==> config.mk <==
export PLATFORM = sky130hd
export DESIGN_NAME = por_release_ctrl
export DESIGN_NICKNAME = d
export VERILOG_FILES = /design/src/rtl/por_pkg.sv /design/src/rtl/por_sync.sv /design/src/rtl/por_glitch_filter.sv /design/src/rtl/por_divider.sv /design/src/rtl/por_release_ctrl.sv
export SDC_FILE = /design/constraint.sdc
export NUM_CORES = 1
export LEC_CHECK = 0
export BUFFER_PORTS_ARGS = -buffer_cell sky130_fd_sc_hd__buf_2
export CAP_MARGIN = 20
export CORE_MARGIN = 5
export CORE_UTILIZATION = 40
export CTS_CLUSTER_SIZE = 10
export DETAILED_ROUTE_END_ITERATION = 8
export GPL_ROUTABILITY_DRIVEN = 1
export GPL_TIMING_DRIVEN = 0
export HOLD_SLACK_MARGIN = 0.1
export SYNTH_ARGS = -nofsm -noshare
export SYNTH_HDL_FRONTEND = slang
export SYNTH_SLANG_ARGS = --single-unit
==> constraint.sdc <==
create_clock -name clk_i -period 1.17 [get_ports clk_i]
set_input_delay 0 -clock clk_i [delete_from_list [all_inputs] [get_ports clk_i]]
set_output_delay 0 -clock clk_i [all_outputs]
set_load 0.01 [all_outputs]
==> src/rtl/por_pkg.sv <==
package por_pkg;
  localparam int unsigned DIV_W_DEF    = 15;
  localparam int unsigned SYNC_DEF     = 2;
  localparam int unsigned FILT_LEN_DEF = 3;
  localparam int unsigned KEY_N_DEF    = 4;

  typedef struct packed {
    logic hz1;
    logic hz2;
  } por_taps_t;
endpackage

==> src/rtl/por_sync.sv <==
module por_sync #(
  parameter int unsigned W       = 1,
  parameter int unsigned STAGES  = 2,
  parameter logic        RST_VAL = 1'b1
) (
  input  logic         clk_i,
  input  logic         rst_ni,
  input  logic [W-1:0] d_i,
  output logic [W-1:0] q_o
);
  logic [W-1:0] stg_q [STAGES];

  for (genvar s = 0; s < STAGES; s++) begin : g_stage
    logic [W-1:0] nxt;
    if (s == 0) begin : g_first
      assign nxt = d_i;
    end else begin : g_rest
      assign nxt = stg_q[s-1];
    end
    always_ff @(posedge clk_i or negedge rst_ni) begin
      if (!rst_ni) stg_q[s] <= {W{RST_VAL}};
      else         stg_q[s] <= nxt;
    end
  end

  assign q_o = stg_q[STAGES-1];
endmodule

==> src/rtl/por_glitch_filter.sv <==
module por_glitch_filter #(
  parameter int unsigned LEN = 3
) (
  input  logic clk_i,
  input  logic rst_ni,
  input  logic low_i,
  output logic req_o
);
  localparam int unsigned CW = $clog2(LEN + 1);
  localparam logic [CW-1:0] FULL = CW'(LEN);

  logic [CW-1:0] run_q;

  // count consecutive low samples, saturate at LEN
  always_ff @(posedge clk_i or negedge rst_ni) begin
    if (!rst_ni)         run_q <= '0;
    else if (!low_i)     run_q <= '0;
    else if (run_q != FULL) run_q <= run_q + 1'b1;
  end

  assign req_o = (run_q == FULL);
endmodule

==> src/rtl/por_divider.sv <==
module por_divider #(
  parameter int unsigned W = 15
) (
  input  logic               clk_i,
  input  logic               rst_ni,
  output por_pkg::por_taps_t taps_o
);
  logic [W-1:0] cnt_q;

  always_ff @(posedge clk_i or negedge rst_ni) begin
    if (!rst_ni) cnt_q <= '0;
    else         cnt_q <= cnt_q + 1'b1;
  end

  assign taps_o.hz1 = cnt_q[W-1];
  assign taps_o.hz2 = cnt_q[W-2];
endmodule

==> src/rtl/por_release_ctrl.sv <==
module por_release_ctrl #(
  parameter int unsigned DIV_W        = por_pkg::DIV_W_DEF,
  parameter int unsigned SYNC_STAGES  = por_pkg::SYNC_DEF,
  parameter int unsigned FILT_LEN     = por_pkg::FILT_LEN_DEF,
  parameter int unsigned KEY_N        = por_pkg::KEY_N_DEF,
  parameter bit          KEY_RESET_EN = 1'b1
) (
  input  logic             clk_i,
  input  logic             rst_ni,
  input  logic             reset_pin_ni,
  input  logic [KEY_N-1:0] key_ni,
  output logic             sys_rst_o,
  output logic             tick_2hz_o,
  output logic             tick_1hz_o
);
  localparam int unsigned IN_W = KEY_N + 1;

  logic [IN_W-1:0]    raw_in, sync_in;
  logic               pin_sync;
  logic [KEY_N-1:0]   key_sync;
  logic               key_low, src_low, filt_req;
  logic               rst_latch_q;
  por_pkg::por_taps_t taps;

  assign raw_in = {key_ni, reset_pin_ni};

  por_sync #(.W(IN_W), .STAGES(SYNC_STAGES), .RST_VAL(1'b1)) u_sync (
    .clk_i, .rst_ni, .d_i(raw_in), .q_o(sync_in)
  );

  assign pin_sync = sync_in[0];
  assign key_sync = sync_in[IN_W-1:1];
  assign key_low  = KEY_RESET_EN && (key_sync == '0);
  assign src_low  = !pin_sync || key_low;

  por_glitch_filter #(.LEN(FILT_LEN)) u_filt (
    .clk_i, .rst_ni, .low_i(src_low), .req_o(filt_req)
  );

  por_divider #(.W(DIV_W)) u_div (
    .clk_i, .rst_ni, .taps_o(taps)
  );

  // set-dominant latch; power-up leaves it set
  always_ff @(posedge clk_i or negedge rst_ni) begin
    if (!rst_ni)       rst_latch_q <= 1'b1;
    else if (filt_req) rst_latch_q <= 1'b1;
    else if (taps.hz2) rst_latch_q <= 1'b0;
  end

  assign sys_rst_o  = rst_latch_q;
  assign tick_2hz_o = taps.hz2;
  assign tick_1hz_o = taps.hz1;
endmodule

Word-level counts from Yosys, hierarchy flattened
Index checks and enable logic that the tools add are counted.
- reduce and logical (&&, ||, !) cells: 4
- equality and inequality tests: 3
- add/subtract/negate cells: 2
- muxes and demuxes: 4
- operators with widths (operator ; number):
    $add 15x1->15 const B ; 1
    $logic_not 4->1 ; 1
    $mux 2 ; 2
    $ne 2x2->1 const B ; 2
    $add 2x1->2 const B ; 1
    $eq 2x2->1 const B ; 1
    $mux 1 ; 2
    $reduce_bool 2->1 ; 1
    $logic_not 1->1 ; 1
    $logic_or 1x1->1 ; 1
- logic and storage cells: 18
- flip-flop bits (word level): 28
- output and inout bits: 3

Logic depth before layout (Yosys ltp)
Gate-level depths: netlist (run 1).
- depth after elaboration: 3
- depth in mapped cells: 4
- depth with buffers taken out: 4

Modules after synthesis
A second synthesis (run 1) with hierarchy kept.
- cell total of the unflattened synthesis: 79
- area, all modules: 1077.3 um^2
- by module, submodules not included (module ; instances ; seq. area each (um^2) ; cells each ; area each (um^2)):
    por_divider ; 1 ; 375.4 ; 58 ; 666.9
    por_sync ; 1 ; 262.8 ; 10 ; 262.8
    por_glitch_filter ; 1 ; 50.0 ; 7 ; 93.8
    por_release_ctrl ; 1 ; 26.3 ; 4 ; 53.8

Worst setup path after synthesis (run 1)
Ideal clock, no wire load.
- path kind: reg2reg
- start point: register u_div.cnt_q[0]
- end point: register u_div.cnt_q[8]
- setup slack: 0.003 ns
- setup time: 0.124 ns
- cell stages (with the launch flop): 5
- clock period less this slack: 1.167 ns
- data arrival time: 1.043 ns
- cells stage by stage: dfrtp_1 -> ha_1 -> and4_1 -> nand4_1 -> xnor2_1
- longest elaborated chain between the ends: 1
- RTL lines (item ; line ; RTL):
    start, declared ; por_divider.sv:8 ; logic [W-1:0] cnt_q;
    start signal, assigned ; por_divider.sv:12 ; else cnt_q <= cnt_q + 1'b1;
    $add 15x1->15 ; por_divider.sv:12 ;
No other way between the ends.
A chain may end at the register's enable or synchronous reset.

Worst setup path in the final report (run 1)
- start point: register u_div.cnt_q[1]
- end point: register u_div.cnt_q[10]
Same word-level chain as after synthesis.

==> results of run 1 <==
[worst max-delay path, stage by stage, from the launching register on]
cell     delay, ps
dfrtp_1        420
ha_4           150
nand4_1        190
buf_4          210
nor3_4         110
xor2_1         150
[placed cells by master (no fill, tap or decap), drive strengths merged, types with 4 or more instances in the layout]
cell type and instances:
buf 18, clkbuf 4, dfrtp 17, dfstp 11, dlygate4sd3 6, nand2 5
nand3 5, nor3 4, xnor2 6, xor2 8
[cell families (layout without fill, tap and decap cells)]
kind of cell,count (synthesis),in the layout
AO/OA/AOI/OAI,2,2
adder cells (fa/ha/maj),2,2
multiplexers,1,1
XOR/XNOR,14,14
flip-flops,28,28
AND/OR/NAND/NOR,24,24
buffers and inverters,3,31
[registers in the layout (all words and copies together), names as in the netlist]
register            flops
u_sync.g_stage.nxt      5
u_div.cnt_q            15
u_sync.q_o              5
sys_rst_o               1
u_filt.run_q            2
[cell usage after synthesis]
| cell type | count | area, um2 |
|---|---|---|
| xor2_1 | 8 | 70.1 |
| dfstp_2 | 11 | 289 |
| nand4_4 | 1 | 21.3 |
| inv_1 | 3 | 11.3 |
| nand3_4 | 1 | 17.5 |
| ha_1 | 2 | 25.0 |
| nand2_1 | 5 | 18.8 |
| xnor2_1 | 6 | 52.6 |
| a21o_1 | 1 | 7.51 |
| nor3_1 | 4 | 20.0 |
| nor2_1 | 3 | 11.3 |
| and4_1 | 1 | 8.76 |
| o41a_1 | 1 | 11.3 |
| nand3_1 | 4 | 20.0 |
| nor4_2 | 3 | 37.5 |
| mux2i_1 | 1 | 10.0 |
| nand4_1 | 2 | 12.5 |
| dfrtp_1 | 17 | 425 |
[worst max path at each step]
stage	slack, ps	to
after floorplan	3	u_div.cnt_q[8]
after global placement	-140	u_div.cnt_q[14]
after detailed placement	-220	u_div.cnt_q[12]
after CTS	-120	u_div.cnt_q[12]
after global routing	-180	u_div.cnt_q[14]
final	-110	u_div.cnt_q[10]
[metrics by stage]
step / total power [mW] / setup WS (ps) / area (um2) / TNS, ps
2_1_floorplan: 1.16 / 2.95 / 1070 / 0
3_3_place_gp: 1.20 / -143 / 1150 / -578
3_5_place_dp: 1.22 / -224 / 1150 / -690
4_1_cts: 1.77 / -115 / 1340 / -284
5_1_grt: 1.84 / -182 / 1390 / -613
6_report: 1.74 / -107 / 1390 / -260
[layer usage]
metal	up-vias	track usage	share of wire
li1	308	-	-
met1	326	0.133	0.44
met2	9	0.166	0.51
met3	4	0.0310	0.035
met4	0	0.0545	0.022
met5	-	0	0
[layout make-up]
type	instances	area [um2]	share of cell area
tap	30	37.5	0.0270
sequential	28	717	0.516
timing repair buffer	24	173	0.124
multi-input combinational	43	403	0.290
clock buffer	4	47.5	0.0342
inverter	3	11.3	0.00811
[power groups by stage]
stage | combinational, mW | sequential (mW) | clock, mW
detailed placement | 0.128 | 1.09 | 0
CTS | 0.144 | 1.07 | 0.557
floorplan | 0.0726 | 1.09 | 0
global route | 0.163 | 1.08 | 0.597
global placement | 0.122 | 1.08 | 0
finish | 0.140 | 1.07 | 0.530
[what timing repair did]
action | in CTS | in global routing
setup endpoints to repair | 7 | 8
pin swaps | 4 | 6
gates resized for setup | 5 | 7
hold buffers | 6 | 0
hold endpoints to repair | 33 | 0
setup buffers | 8 | 2
==> qor.csv, run 1 <==
stage,metric,value,unit
drt,finalWirelength,1.73,mm
global_routing,grt_pass1_vias,661,
place,hpwlAfterDp,1.07,mm
setup_path,reg2reg_depth,5,
cells_and_area,fin_util,0.551,
cells_and_area,layout-drive-gt1-share,0.441,
power,power_density,1250,nW/um2
power,internal_power,1.37,mW
sta,fmax,0.783,GHz
place,gp_congestion,0.708,
cts,cts_inserted_buffers,3,
drt,drc,0,
setup_path,crit_required,1430,ps
yosys,synth_nets,83,
yosys,synth-compound-area-share,0.0175,
global_routing,antenna_found_initial,0,
power,p_leak,0.643,nW
cells_and_area,layout.nets,112,
setup_path,reg2reg_to,u_div.cnt_q[10],
floorplan,rows,18,
setup_path,r2r_setup_slack,-110,ps
yosys,synthXorXnorAreaFrac,0.115,
setup_path,worstReg2RegStart,u_div.cnt_q[1],
floorplan,coreArea,2520,um2
drt,antenna_left,0,
drt,vias,647,
cells_and_area,area_growth,29.8,%
sta,finalWorstSetupSlack,-107,ps
sta,hold_violations,0,
power,p_clk_frac,0.305,
setup_path,crit_arrival,1540,ps
global_routing,gr-total-overflow,0,
yosys,yosys_warnings,0,
cts,cts.sinks,28,
cts,cts_tree,built,
global_routing,grt_max_degree,29,
sta,hold_ws,196,ps
sta,slew_headroom,0.599,
global_routing,grt_usage,0.106,
cells_and_area,post_layout_nonfiller_instances,132,
power,p_switching,0.365,mW
power,swShare,0.210,
power,combPwrFrac,0.080,
status,status,"finished, violations left",
sta,slew_viol_final,0,
global_routing,grt_pass1_wl,2.88,mm
drt,first_pass_iters,4,
yosys,yosysUniqueCellTypes,18,
yosys,synth_top_family_by_area,simple AND/OR/NAND/NOR gates,
place,dp_cells,113,
power,peakVddDrop,816,uV
floorplan,fp.dieArea,3810,um2
setup_path,critPathLaunch,u_div.cnt_q[1],
power,pwr-share-seq,0.615,
cells_and_area,fillers,206,
sta,worst_pin_slew,601,ps
cts,clockBufferDepth,2,
sta,finalSetupViolCount,4,
sta,rsz0062_at_grt,true,
setup_path,end_kind,flop,
floorplan,dieHeight,61.7,um
yosys,synth-simple-area-share,0.157,
yosys,synth_fa_ha_area_frac,0.0234,
sta,finalCriticalPeriod,1280,ps
yosys,synthCells,74,
yosys,synth.yosys.seq_area_share,0.668,
yosys,syn-mean-instance-area,14.5,um2
yosys,synth_area,1070,um2
sta,finalCritPeriodShare,1.09,
floorplan,fp.dieW,61.7,um
drt,post_drt_wl_per_cell,13.1,um
cts,cts.htree.levels,1,
run,maxCapViolCount,0,
cts,clkSlewWorstSetupHoldPaths,140,ps
yosys,muxShareOfSynthArea,0.00936,
sta,finalClockSkew,5.61,ps
cts,insertion_delay,320,ps
setup_path,crit_type,flop to flop,
drt,drt_first_iter_violations,20,
setup_path,cp-start-kind,flop,
cells_and_area,insertedDiodeCount,0,
floorplan,initial_core_util,0.424,
setup_path,worstPathMaxFanout,3,
worst_hold_path,hold_path_class,input port to asynchronous set/reset pin,
floorplan,ios,10,
status,violations,negative setup slack,
place,port_buffers,9,
yosys,ys_ff_latch,28,
cts,root_buffer,clkbuf_4,
drt,vias_per_cell,4.90,
(Power assumes the default switching activity.)
==> run 2, diff against run 1 <==
CORE_UTILIZATION = 45   (was 40)
CTS_CLUSTER_SIZE = 28   (was 10)
PLACE_DENSITY = 0.66   (was unset)
==> run 2 against run 1 <==
Compared with the run above: the run still ends with negative setup slack left; register-to-register slack got worse by 40 ps; maximum frequency fell by 2.9%; combinational power barely moved; cell count rose by 0.76%; non-clock buffer count rose by 3; wire length rose by 0.92%; worst hold slack got worse by 12 ps; clock skew fell by 1.9 ps; critical path type unchanged; critical endpoint unchanged; largest cell class unchanged; highest routed layer unchanged.
==> qor.csv, run 2 (synthesis gave the netlist of run 1 again) <==
stage,metric,value,unit,change
floorplan,fp.dieArea,3450,um2,was 3810 um2
cells_and_area,post_layout_nonfiller_instances,133,,was 132
cells_and_area,area_growth,33.7,%,was 29.8%
drt,post_drt_wl_per_cell,13.1,um,about the same
cells_and_area,top_register,u_div.cnt_q,,unchanged
global_routing,gr-total-overflow,0,,unchanged
place,dp_cells,111,,was 113
sta,finalCritPeriodShare,1.12,,was 1.09
drt,drc,0,,unchanged
cts,cts_inserted_buffers,3,,unchanged
global_routing,busiest_layer,met2,,unchanged
cells_and_area,seq_area,719,um2,was 717 um2
floorplan,rows,17,,was 18
drt,antenna_left,0,,unchanged
worst_hold_path,hold_path_class,input port to asynchronous set/reset pin,,unchanged
place,gp_congestion,0.646,,was 0.708
power,p_leak,0.675,nW,was 0.643 nW
setup_path,crit_type,flop to flop,,unchanged
cts,clkSlewWorstSetupHoldPaths,140,ps,about the same
cells_and_area,most-common-layout-cells,"dfrtp_1 (13), buf_4 (11), dfstp_2 (11)",,"was dfrtp_1 (15), dfstp_2 (11), buf_2 (9), buf_4 (9), xor2_1 (8)"
run,maxCapViolCount,0,,unchanged
setup_path,crit_arrival,1580,ps,was 1540 ps
cts,insertion_delay,330,ps,was 320 ps
global_routing,antenna_found_initial,0,,unchanged
sta,worst_pin_slew,580,ps,was 601 ps
global_routing,grt_max_degree,29,,unchanged
setup_path,crit_slowest_cell,dfrtp_1,,unchanged
sta,finalCriticalPeriod,1320,ps,was 1280 ps
cells_and_area,fillers,177,,was 206
sta,finalClockSkew,3.68,ps,was 5.61 ps
cts,cts.sinks,28,,unchanged
cts,clockBufferDepth,2,,unchanged
cells_and_area,fin_util,0.640,,was 0.551
setup_path,cp-start-kind,flop,,unchanged
cells_and_area,layout.nets,115,,was 112
setup_path,crit_required,1430,ps,about the same
cts,cts_tree,built,,unchanged
sta,rsz0062_at_grt,true,,unchanged
place,port_buffers,9,,unchanged
setup_path,r2r_setup_slack,-150,ps,was -110 ps
place,hpwlAfterDp,1.03,mm,was 1.07 mm
cells_and_area,largest_register_ffs,15,,unchanged
sta,hold_violations,0,,unchanged
cells_and_area,mostFrequentLayoutCell,dfrtp_1,,unchanged
drt,finalWirelength,1.75,mm,was 1.73 mm
drt,vias,652,,was 647
setup_path,reg2reg_depth,5,,unchanged
setup_path,reg2reg_to,u_div.cnt_q[10],,unchanged
setup_path,cp_top_family,flip-flops,,unchanged
global_routing,grt_util_met1,0.130,,was 0.133
floorplan,coreArea,2230,um2,was 2520 um2
floorplan,ios,10,,unchanged
cts,root_buffer,clkbuf_4,,unchanged
floorplan,fp.dieW,58.8,um,was 61.7 um
sta,finalSetupViolCount,5,,was 4
setup_path,critPathLaunch,u_div.cnt_q[0],,was u_div.cnt_q[1]
setup_path,crit_chain,ha_4 > nand4_1 > buf_4 > nor3_4 > xor2_1,,unchanged
global_routing,grt_pass1_wl,2.94,mm,was 2.88 mm
status,violations,negative setup slack,,unchanged
global_routing,grt_usage,0.111,,was 0.106
cts,cts.htree.levels,1,,unchanged
sta,slew_viol_final,0,,unchanged
floorplan,initial_core_util,0.479,,was 0.424
power,power_density,1220,nW/um2,was 1250 nW/um2
global_routing,use_met3,0.0263,,was 0.0310
sta,hold_ws,183,ps,was 196 ps
drt,drt_first_iter_violations,8,,was 20
setup_path,worstPathMaxFanout,4,,was 3
cells_and_area,multiInputGateArea,418,um2,was 403 um2
sta,fmax,0.760,GHz,was 0.783 GHz
sta,slew_headroom,0.614,,was 0.599
drt,first_pass_iters,3,,was 4
status,status,"finished, violations left",,unchanged
setup_path,crit_buf_inv,1,,unchanged
sta,finalWorstSetupSlack,-145,ps,was -107 ps
floorplan,dieHeight,58.8,um,was 61.7 um
global_routing,grt_pass1_vias,706,,was 661
cells_and_area,insertedDiodeCount,0,,unchanged
setup_path,end_kind,flop,,unchanged
place,dp_slack,-167,ps,was -224 ps
cells_and_area,layout-drive-gt1-share,0.476,,was 0.441
setup_path,worstReg2RegStart,u_div.cnt_q[0],,was u_div.cnt_q[1]
setup_path,max_stage_delay,420,ps,about the same
drt,vias_per_cell,4.90,,about the same
global_routing,grt_use_met2,0.191,,was 0.166
power,peakVddDrop,987,uV,was 816 uV
[run 2: through the flow]
step / cell area [um2] / total power, mW / setup TNS [ps]
2_1_floorplan: 1070 / 1.16 / 0
3_3_place_gp: 1150 / 1.20 / -501
3_5_place_dp: 1150 / 1.21 / -698
4_1_cts: 1300 / 1.77 / -356
5_1_grt: 1430 / 1.83 / -786
6_report: 1430 / 1.74 / -259
[run 2: worst max path at each step]
stage	endpoint	slack [ps]	cells past startpoint
after detailed placement	u_div.cnt_q[14]	-170	4
final	u_div.cnt_q[10]	-150	5
after floorplan	u_div.cnt_q[8]	3	4
after global placement	u_div.cnt_q[12]	-130	4
after CTS	u_div.cnt_q[14]	-110	4
after global routing	u_div.cnt_q[10]	-250	5
[run 2: per-layer routing]
metal	up-vias	part of all wire
li1	317	-
met1	313	0.42
met2	15	0.49
met3	7	0.044
met4	0	0.042
met5	-	0
[run 2: repair_timing]
action,in CTS,in global routing
buffers inserted,5,7
pin swaps,4,5
resized for setup,2,15
hold buffers,6,0
hold endpoints to repair,33,0
endpoints found under the setup margin,7,9
[run 2: worst register-to-register path: stages, from the launching register on]
cell	delay, ps
dfrtp_1	420
ha_4	160
nand4_1	180
buf_4	220
nor3_4	120
xor2_1	160
[run 2: power breakdown]
group	internal, mW	switching (mW)
Sequential	1.04	0.0246
Clock	0.261	0.278
Combinational	0.0702	0.0686
Total	1.37	0.371
[run 2: final cells by class]
cell class | count | share of cell area
repair buffers | 27 | 0.139
multi-input cells | 43 | 0.292
inverters | 3 | 0.00787
flip-flops and latches | 28 | 0.503
well taps | 28 | 0.0245
clock buffers | 4 | 0.0332
==> run 3, diff against run 2 <==
ABC_AREA = 1   (was unset)
PLACE_DENSITY = 0.65   (was 0.66)
==> run 3 against run 2 <==
Compared with the run above: the run now ends clean; via count rose by 19%; synthesized area up 5.6%; combinational power grew 13%; highest routed layer unchanged; sequential share of layout area up 1.0 points; critical endpoint is now u_div.cnt_q[14]; clock power shrank 2%.
==> qor.csv, run 3 <==
stage,metric,value,unit,change
yosys,ys_ff_latch,28,,unchanged
cells_and_area,final_area,1390,um2,was 1430 um2
power,p_switching,0.380,mW,was 0.371 mW
place,dp_cells,148,,was 111
sta,slew_headroom,0.607,,was 0.614
yosys,synthCells,109,,was 74
cells_and_area,layout.nets,141,,was 115
setup_path,critPathLaunch,u_div.cnt_q[1],,was u_div.cnt_q[0]
status,status,"finished, final reports clean",,"was finished, violations left"
floorplan,fp.dieArea,3610,um2,was 3450 um2
yosys,synth_area,1130,um2,was 1070 um2
cts,insertion_delay,320,ps,was 330 ps
yosys,synth.most_common_cell,nand2_1,,was dfrtp_1
drt,antenna_left,0,,unchanged
sta,hold_violations,0,,unchanged
floorplan,rows,18,,was 17
setup_path,reg2reg_depth,6,,was 5
floorplan,fp.dieW,60.1,um,was 58.8 um
sta,worst_pin_slew,590,ps,was 580 ps
cells_and_area,most-common-layout-cells,"nand2_1 (28), dfrtp_1 (17), inv_1 (11), dfstp_2 (11), buf_2 (9)",,"was dfrtp_1 (13), buf_4 (11), dfstp_2 (11)"
floorplan,initial_core_util,0.465,,was 0.479
place,hpwlAfterDp,1.30,mm,was 1.03 mm
cells_and_area,mostFrequentLayoutCell,nand2_1,,was dfrtp_1
floorplan,dieHeight,60.1,um,was 58.8 um
cells_and_area,fillers,218,,was 177
yosys,yosysTopAreaCell,dfrtp_1,,unchanged
sta,fmax,0.897,GHz,was 0.760 GHz
cells_and_area,area_growth,23.1,%,was 33.7%
setup_path,reg2reg_to,u_div.cnt_q[14],,was u_div.cnt_q[10]
cells_and_area,insertedDiodeCount,0,,unchanged
cts,cts_tree,built,,unchanged
drt,first_pass_iters,4,,was 3
power,p_clk_frac,0.301,,was 0.309
cells_and_area,multiInputGateArea,415,um2,was 418 um2
cts,clkSlewWorstSetupHoldPaths,140,ps,about the same
drt,post_drt_wl_per_cell,11.7,um,was 13.1 um
drt,vias_per_cell,4.80,,was 4.90
yosys,synth_nets,118,,was 83
cells_and_area,layout-drive-gt1-share,0.290,,was 0.476
place,gp_congestion,0.755,,was 0.646
sta,finalWorstSetupSlack,55.7,ps,was -145 ps
floorplan,coreArea,2430,um2,was 2230 um2
power,swShare,0.216,,was 0.213
yosys,synth_edf_count,0,,unchanged
cts,root_buffer,clkbuf_4,,unchanged
power,pwr-share-seq,0.610,,was 0.611
power,power_density,1260,nW/um2,was 1220 nW/um2
cts,cts_inserted_buffers,3,,unchanged
cells_and_area,top_register,u_div.cnt_q,,unchanged
power,p_leak,0.632,nW,was 0.675 nW
cells_and_area,largest_register_ffs,15,,unchanged
power,combPwrFrac,0.089,,was 0.080
global_routing,grt_max_degree,29,,unchanged
cts,cts.htree.levels,1,,unchanged
global_routing,grt_usage,0.121,,was 0.111
place,place_area,1210,um2,was 1150 um2
place,dp_slack,-92.4,ps,was -167 ps
setup_path,crit_type,flop to flop,,unchanged
drt,drt_first_iter_violations,16,,was 8
setup_path,worstPathMaxFanout,3,,was 4
sta,slew_viol_final,0,,unchanged
drt,drc,0,,unchanged
sta,setup_tns,0,ps,was -259 ps
drt,finalWirelength,1.88,mm,was 1.75 mm
setup_path,crit_required,1400,ps,was 1430 ps
yosys,ys.flop_type,dfrtp_1,,unchanged
floorplan,ios,10,,unchanged
yosys,yosys_warnings,0,,unchanged
sta,rsz0062_at_grt,true,,unchanged
setup_path,cp-start-kind,flop,,unchanged
setup_path,r2r_setup_slack,60,ps,was -150 ps
global_routing,gr-total-overflow,0,,unchanged
yosys,synth_commonest_cells,"nand2_1 (28), dfrtp_1 (17), dfstp_2 (11), inv_1 (11), nor2_1 (9)",,"was dfrtp_1 (17), dfstp_2 (11), xor2_1 (8)"
yosys,netlist.area_leader.share,0.377,,was 0.398
power,peakVddDrop,883,uV,was 987 uV
yosys,synth.yosys.seq_area_share,0.632,,was 0.668
yosys,yosysUniqueCellTypes,17,,was 18
yosys,ys_top_cells_by_area,"dfrtp_1 (38%), dfstp_2 (26%), nand2_1 (9.3%)",,"was dfrtp_1 (40%), dfstp_2 (27%), xor2_1 (6.5%)"
sta,finalCriticalPeriod,1110,ps,was 1320 ps
sta,finalSetupViolCount,0,,was 5
sta,finalCritPeriodShare,0.952,,was 1.12
setup_path,worstReg2RegStart,u_div.cnt_q[1],,was u_div.cnt_q[0]
cells_and_area,seq_area,714,um2,was 719 um2
cells_and_area,post_layout_nonfiller_instances,161,,was 133
global_routing,grt_pass1_vias,770,,was 706
global_routing,antenna_found_initial,0,,unchanged
cts,cts.sinks,28,,unchanged
sta,finalClockSkew,1.80,ps,was 3.68 ps
cts,clockBufferDepth,2,,unchanged
setup_path,crit_arrival,1340,ps,was 1580 ps
drt,vias,773,,was 652
run,maxCapViolCount,0,,unchanged
global_routing,grt_pass1_wl,3.25,mm,was 2.94 mm
place,port_buffers,9,,unchanged
yosys,async_flop_share,1.00,,unchanged
setup_path,end_kind,flop,,unchanged
yosys,syn-mean-instance-area,10.4,um2,was 14.5 um2
power,internal_power,1.38,mW,was 1.37 mW
worst_hold_path,hold_path_class,input port to asynchronous set/reset pin,,unchanged
==> run 3: cell types whose count changed after synthesis, sizes merged, moves of 4 or more <==
| cell | change |
|---|---|
| nand2 | +24 |
| nor2 | +10 |
| inv | +9 |
| nor3 | -4 |
| xor2 | -4 |
==> run 3: layout make-up <==
type | instances | share of cell area
Tap cell | 30 | 0.0270
Multi-Input combinational cell | 69 | 0.299
Sequential cell | 28 | 0.513
Timing Repair Buffer | 18 | 0.0944
Inverter | 12 | 0.0324
Clock buffer | 4 | 0.0342
==> run 3: power by group through the flow <==
| stage | Sequential, mW | Clock (mW) | Combinational (mW) |
|---|---|---|---|
| 2_1_floorplan | 1.09 | 0 | 0.0836 |
| 3_3_place_gp | 1.08 | 0 | 0.134 |
| 3_5_place_dp | 1.09 | 0 | 0.146 |
| 4_1_cts | 1.07 | 0.553 | 0.162 |
| 5_1_grt | 1.08 | 0.594 | 0.189 |
| 6_report | 1.07 | 0.530 | 0.157 |
==> run 3: worst max path at each step <==
stage | endpoint | slack [ps] | cells past startpoint
2_1_floorplan | u_div.cnt_q[14] | 30 | 6
3_3_place_gp | u_div.cnt_q[14] | -70 | 6
3_5_place_dp | u_div.cnt_q[14] | -90 | 6
4_1_cts | u_div.cnt_q[8] | 3 | 5
5_1_grt | u_div.cnt_q[13] | -50 | 6
6_report | u_div.cnt_q[14] | 60 | 6
==> run 3: stage by stage <==
step | hold WS (ps) | power, mW | utilization
after floorplan | -296 | 1.17 | -
after global routing | 238 | 1.86 | 0.572
after detailed placement | 44.3 | 1.24 | 0.498
after global placement | 37.8 | 1.22 | 0.498
after CTS | 210 | 1.79 | 0.551
final | 200 | 1.76 | 0.572
==> run 3: kinds of logic after synthesis <==
group | count (synthesis) | share of synthesized area
flops | 28 | 0.632
compound gates | 3 | 0.0155
buf+inv | 12 | 0.0399
fa+ha+maj | 2 | 0.0221
simple gates | 56 | 0.228
xor+xnor | 8 | 0.0620
==> run 3: metal layers <==
metal | track usage | vias to the layer above | share of wire
met3 | 0.0194 | 2 | 0.038
met4 | 0.0475 | 0 | 0.010
met5 | 0 | - | 0
li1 | - | 389 | -
met1 | 0.151 | 372 | 0.44
met2 | 0.205 | 10 | 0.51
==> run 3: what timing repair did <==
item | 4_1_cts | 5_1_grt
endpoints found under the hold margin | 33 | 0
resized for setup | 1 | 8
buffers inserted | 2 | 1
cloned | 0 | 0
pin swaps | 0 | 3
endpoints found under the setup margin | 5 | 7
hold buffers | 6 | 0
==> run 3: critical path, cell delays in order (launching register included) <==
cell and delay [ps]:
dfrtp_1 420, ha_4 170, nand3_4 100, nor2_4 160
nand3_2 70, nand2_1 60, nand2_1 50
